===== src/rtl/rtc_evt_status.sv =====
module rtc_evt_status #(
  parameter logic [2:0] K32_OSC_CODE = 3'b011
) (
  input  logic       clk,
  input  logic       rst_n,
  input  logic       upd_evt,
  input  logic       alm_evt,
  input  logic       per_evt,
  input  logic       upd_ie,
  input  logic       alm_ie,
  input  logic       per_ie,
  input  logic [2:0] osc_sel,
  input  logic       sqw_en,
  input  logic       k32_wr,
  input  logic       k32_wdata,
  input  logic       rd_stb,
  output logic [7:0] status,
  output logic       irq,
  output logic       sqw_32k
);

  logic upd_f, alm_f, per_f, req_f, k32_f;
  logic upd_n, alm_n, per_n, req_n, k32_n;
  logic k32_ok;

  // an arriving event outranks a clearing read
  assign upd_n = upd_evt | (upd_f & ~rd_stb);
  assign alm_n = alm_evt | (alm_f & ~rd_stb);
  assign per_n = per_evt | (per_f & ~rd_stb);
  assign req_n = (req_f & ~rd_stb)
               | (upd_ie & upd_n) | (alm_ie & alm_n) | (per_ie & per_n);

  assign k32_ok = (osc_sel == K32_OSC_CODE);
  assign k32_n  = k32_ok & (k32_wr ? k32_wdata : k32_f);

  always_ff @(posedge clk) begin
    if (!rst_n) begin
      upd_f <= 1'b0;
      alm_f <= 1'b0;
      per_f <= 1'b0;
      req_f <= 1'b0;
      k32_f <= 1'b0;
    end else begin
      upd_f <= upd_n;
      alm_f <= alm_n;
      per_f <= per_n;
      req_f <= req_n;
      k32_f <= k32_n;
    end
  end

  assign status  = {req_f, per_f, alm_f, upd_f, 2'b00, k32_f, 1'b0};
  assign irq     = req_f;
  assign sqw_32k = sqw_en & k32_f;

endmodule



===== config.mk =====
export PLATFORM = sky130hd
export DESIGN_NAME = rtc_evt_status
export DESIGN_NICKNAME = d
export VERILOG_FILES = /design/src/rtl/rtc_evt_status.sv
export SDC_FILE = /design/constraint.sdc
export NUM_CORES = 1
export LEC_CHECK = 0
export CAP_MARGIN = 20
export CORE_AREA = 2 2 39 41
export CTS_CLUSTER_DIAMETER = 30
export DETAILED_ROUTE_END_ITERATION = 6
export DIE_AREA = 0 0 41 43
export GPL_TIMING_DRIVEN = 0
export PLACE_DENSITY = 0.56
export RECOVER_POWER = 100
export SLEW_MARGIN = 30
export SYNTH_ARGS = -nofsm -noshare
export SYNTH_HDL_FRONTEND = slang
export SYNTH_SLANG_ARGS = --single-unit

===== constraint.sdc =====
create_clock -name clk -period 2.05 [get_ports clk]
set_input_delay 0.3075 -clock clk [delete_from_list [all_inputs] [get_ports clk]]
set_output_delay 0.3075 -clock clk [all_outputs]
set_load 0.005 [all_outputs]

# --- Word-level counts from Yosys, hierarchy flattened ---
# Index checks and enable logic that the tools add are counted.
word_totals:
  elab_cells: 23
  inputBits: 15
  out_inout_bits: 10
  ff_bits: 5
classes:
  eq_ne: 1
  n_mux: 1
  bitwise: 16
ops:
  columns: ["op", "count"]
  rows:
  - ["AND 1 bit", 9]
  - ["bitwise OR 1 bit", 6]
  - ["equality test 3 x 2 -> 1 bit (second input constant)", 1]
  - ["2-to-1 mux 1 bit", 1]
  - ["inverter 1 bit", 1]

# --- Logic depth before layout (Yosys ltp) ---
depth:
  word_depth: 7
  depth_mapped: 3
  depth_no_buf: 3

# --- Worst setup path before layout ---
# Ideal clock, no wire load.
synth_timing:
  path_kind: "input-to-reg"
  start: "input port per_ie"
  end: "register req_f, in the netlist irq"
  n_path_buf: 0
  setup_ns: 0.132
  stages: 3
  setup_slack_ns: 1.188
  arrival_ns: 0.730
  required_time_ns: 1.918
  cell_sequence: "a22o_1 -> o21ai_2 -> o311ai_1"
synth_via:
  elab_chain_len: 2
synth_lines:
  columns: ["item", "line_no", "rtl"]
  rows:
  - ["start, declared", "11", "input logic per_ie,"]
  - ["AND 1 bit", "31", "| (upd_ie & upd_n) | (alm_ie & alm_n) | (per_ie & per_n);"]
  - ["bitwise OR 1 bit", "31", null]
  - ["end signal, assigned", "47", "req_f <= req_n;"]
  - ["end, declared", "22", "logic upd_f, alm_f, per_f, req_f, k32_f;"]
# Every way passes these cells.
# A chain may end at the register's enable or synchronous reset.

# --- Worst setup path after layout ---
layout_timing:
  start: "input port sqw_en"
  end: "output port sqw_32k"
layout_via:
  elab_chain_len: 1
layout_lines:
  columns: ["item", "line_no", "rtl"]
  rows:
  - ["start, declared", "13", "input logic sqw_en,"]
  - ["AND 1 bit", "54", "assign sqw_32k = sqw_en & k32_f;"]
  - ["end, declared", "19", "output logic sqw_32k"]
# Every way passes these cells.

==> summary.md <==
| Metric | Value |
|---|---|
| Final Power | 300 µW |
| Fmax achieved | 579 MHz |
| Synth Flop Type | dfxtp_1 |
| Total track usage | 0.0965 |
| Count leader, synth | buf_4 |
| Largest net degree at the start of global routing | 6 |
| Final TNS setup | 0 ps |
| Fin. Hold Viols | 0 |
| Top cells by area, synth | dfxtp_1 (35%), buf_4 (21%), a21oi_1 (5.3%) |
| Core area | 1380 µm² |
| Final nets | 76 |
| Clock sink count | 5 |
| RSZ-0062 raised after global routing | false |
| Pint | 230 µW |
| Switching Share | 0.232 |
| P&R area growth vs syn | 92.0% |
| Top cells by count, synth | buf_4 (8), dfxtp_1 (5), nor2_1 (4) |
| CTS resizes | 0 |
| Initial DRT Pass Iterations | 2 |
| Setup crit start kind | primary input |
| Pwr dens | 552 nW/µm² |
| Syn_area_per_cell | 8.57 µm² |
| Critical path type | in -> out |
| Post-synth EDFFs | 0 |
| Flops & latches, synth | 5 |
| Max VDD drop | 348 µV |
| Setup violations, final | 0 |
| Initial Utilization | 0.204 |
| HPWL after DPL | 544 µm |
| CTS root buf | clkbuf_4 |
| Gpl congestion | 0.674 |
| Worst Hold Class | reg -> reg |
| Share of layout cells above drive strength 1 | 0.217 |
| Slew Limit Fails | 0 |
| Worst EP required | 1740 ps |
| Rows | 14 |
| Clock Pin Slew Worst Setup and Hold Paths | 50 ps |
| CTS Buf Count | 3 |
| Pleak | 0.253 nW |
| Crit path cell chain | clkdlybuf4s50_1, and2_1, dlygate4sd3_1 |
| Register area share after synthesis | 0.354 |
| Die area | 1760 µm² |
| Die Height | 43 µm |
| Vias in the first global route | 263 |
| First-pass GRT wire length | 1070 µm |
| CP max stage delay | 560 ps |
| Detail Route Antenna Nets | 0 |
| Clk network pwr share | 0.396 |
| Fin crit share | 0.842 |
| Delay-heaviest family, CP | buffers and inverters |
| Routed vias/inst | 3.83 |
| Synthesized cell area | 283 µm² |
| Clk_skew | 3.31 ps |
| Post-CTS setup buffers | 0 |
| Ys async rst share | 0 |
| Post-route DRC | 0 |
| Yosys top cell area share | 0.354 |
| NetSw | 69.7 µW |
| Largest area contributor in the netlist | dfxtp_1 |
| Total routed wirelength | 662 µm |
| Die width | 41 µm |
| Syn Inst Count | 33 |
| Critical Path Sink Type | output port |
| Hold_buf cts | 0 |
| Initial antenna violation count | 0 |
| CTS tree | built |
| Flop pwr share | 0.361 |
| Tmin final | 1730 ps |
| # port buffers | 21 |
| # diodes | 0 |
| Via count | 291 |
| Drt first-iter violations | 1 |
| Routed len/inst | 8.71 µm |
| Worst-Skew Late Latency | 250 ps |
| I/O pin cnt | 25 |
| Maxcap violations | 0 |
| Gr ovfl total | 0 |
| Synth warnings | 0 |
| Clock H-tree levels | 1 |
| Maximum root-to-sink buffer count | 2 |
| Worst path slowest cell | dlygate4sd3_1 |
| Status | finished, final reports clean |
| Gate power share | 0.243 |
| CP Max Fanout | 1 |
| FILL cells | 158 |
| Data arrival, critical path | 1420 ps |
| Crit path buf inv count | 2 |
| Unique cell type count in the Yosys netlist | 17 |
power by group through the flow:
stage	combinational, mW	clock [mW]	sequential, mW
6_report	0.0727	0.119	0.108
5_1_grt	0.0804	0.134	0.109
4_1_cts	0.0793	0.123	0.108
3_5_place_dp	0.0791	0	0.110
3_3_place_gp	0.0786	0	0.110
2_1_floorplan	0.0299	0	0.110
final timing paths:
path                from      end  slack [ps]  cells past startpoint
hold / removal     per_f    per_f         520                      2
setup reg to reg   alm_f      irq        1210                      3
setup / recovery  sqw_en  sqw_32k         320                      3
hold reg to reg    per_f    per_f         520                      2
kinds of logic (layout without fill, tap and decap cells):
kind of cell / after synthesis / in the layout / share of synthesized area
buffers and inverters: 10 / 35 / 0.239
other: 1 / 3 / 0.0133
multiplexers: 1 / 1 / 0.0354
flip-flops: 5 / 5 / 0.354
AND/OR/NAND/NOR: 9 / 9 / 0.186
AO/OA/AOI/OAI: 7 / 7 / 0.173
worst min-delay path: stages, from the launching register on:
cell     delay [ps]
dfxtp_1         340
a21oi_1          80
nor2_1           70
registers in the layout, summed over array words and instances, names as in the netlist:
name / count
alm_f: 1
irq: 1
k32_f: 1
per_f: 1
upd_f: 1
metal layers:
| metal | part of all wire | vias up | GRT usage |
|---|---|---|---|
| met4 | 0 | 0 | 0.0400 |
| met5 | 0 | - | 0 |
| li1 | - | 154 | - |
| met1 | 0.42 | 123 | 0.0968 |
| met3 | 0.12 | 0 | 0.0942 |
| met2 | 0.46 | 14 | 0.131 |
cell usage in the layout (no fill, tap or decap), drive strengths merged:
cell,count
mux2i,1
and2,1
and3b,1
o311ai,1
nor4,1
clkdlybuf4s50,12
o211ai,1
clkbuf,4
a22o,1
inv,2
nor2b,1
nand2,1
dlygate4sd3,9
conb,3
nor2,4
o21ai,1
a21oi,3
buf,8
dfxtp,5
per-stage QoR:
stage | std cells | area [µm²] | worst slack, ps | hold slack, ps | util
2_1_floorplan | 35 | 290 | 1190 | 379 | -
3_3_place_gp | 72 | 520 | 393 | 513 | 0.376
3_5_place_dp | 72 | 520 | 383 | 509 | 0.376
4_1_cts | 76 | 547 | 377 | 522 | 0.395
5_1_grt | 76 | 543 | 259 | 579 | 0.392
6_report | 76 | 543 | 323 | 519 | 0.392
cell type report:
class                      count  area [µm²]  share of cell area
inverter                       2        7.51              0.0138
tap                           16        20.0              0.0369
sequential                     5         100               0.184
buffer                         8        60.1               0.111
multi-input combinational     20         119               0.219
clock buffer                   4        26.3              0.0484
timing repair buffer          21         210               0.387
No activity file was read; power rests on OpenSTA's default activity.
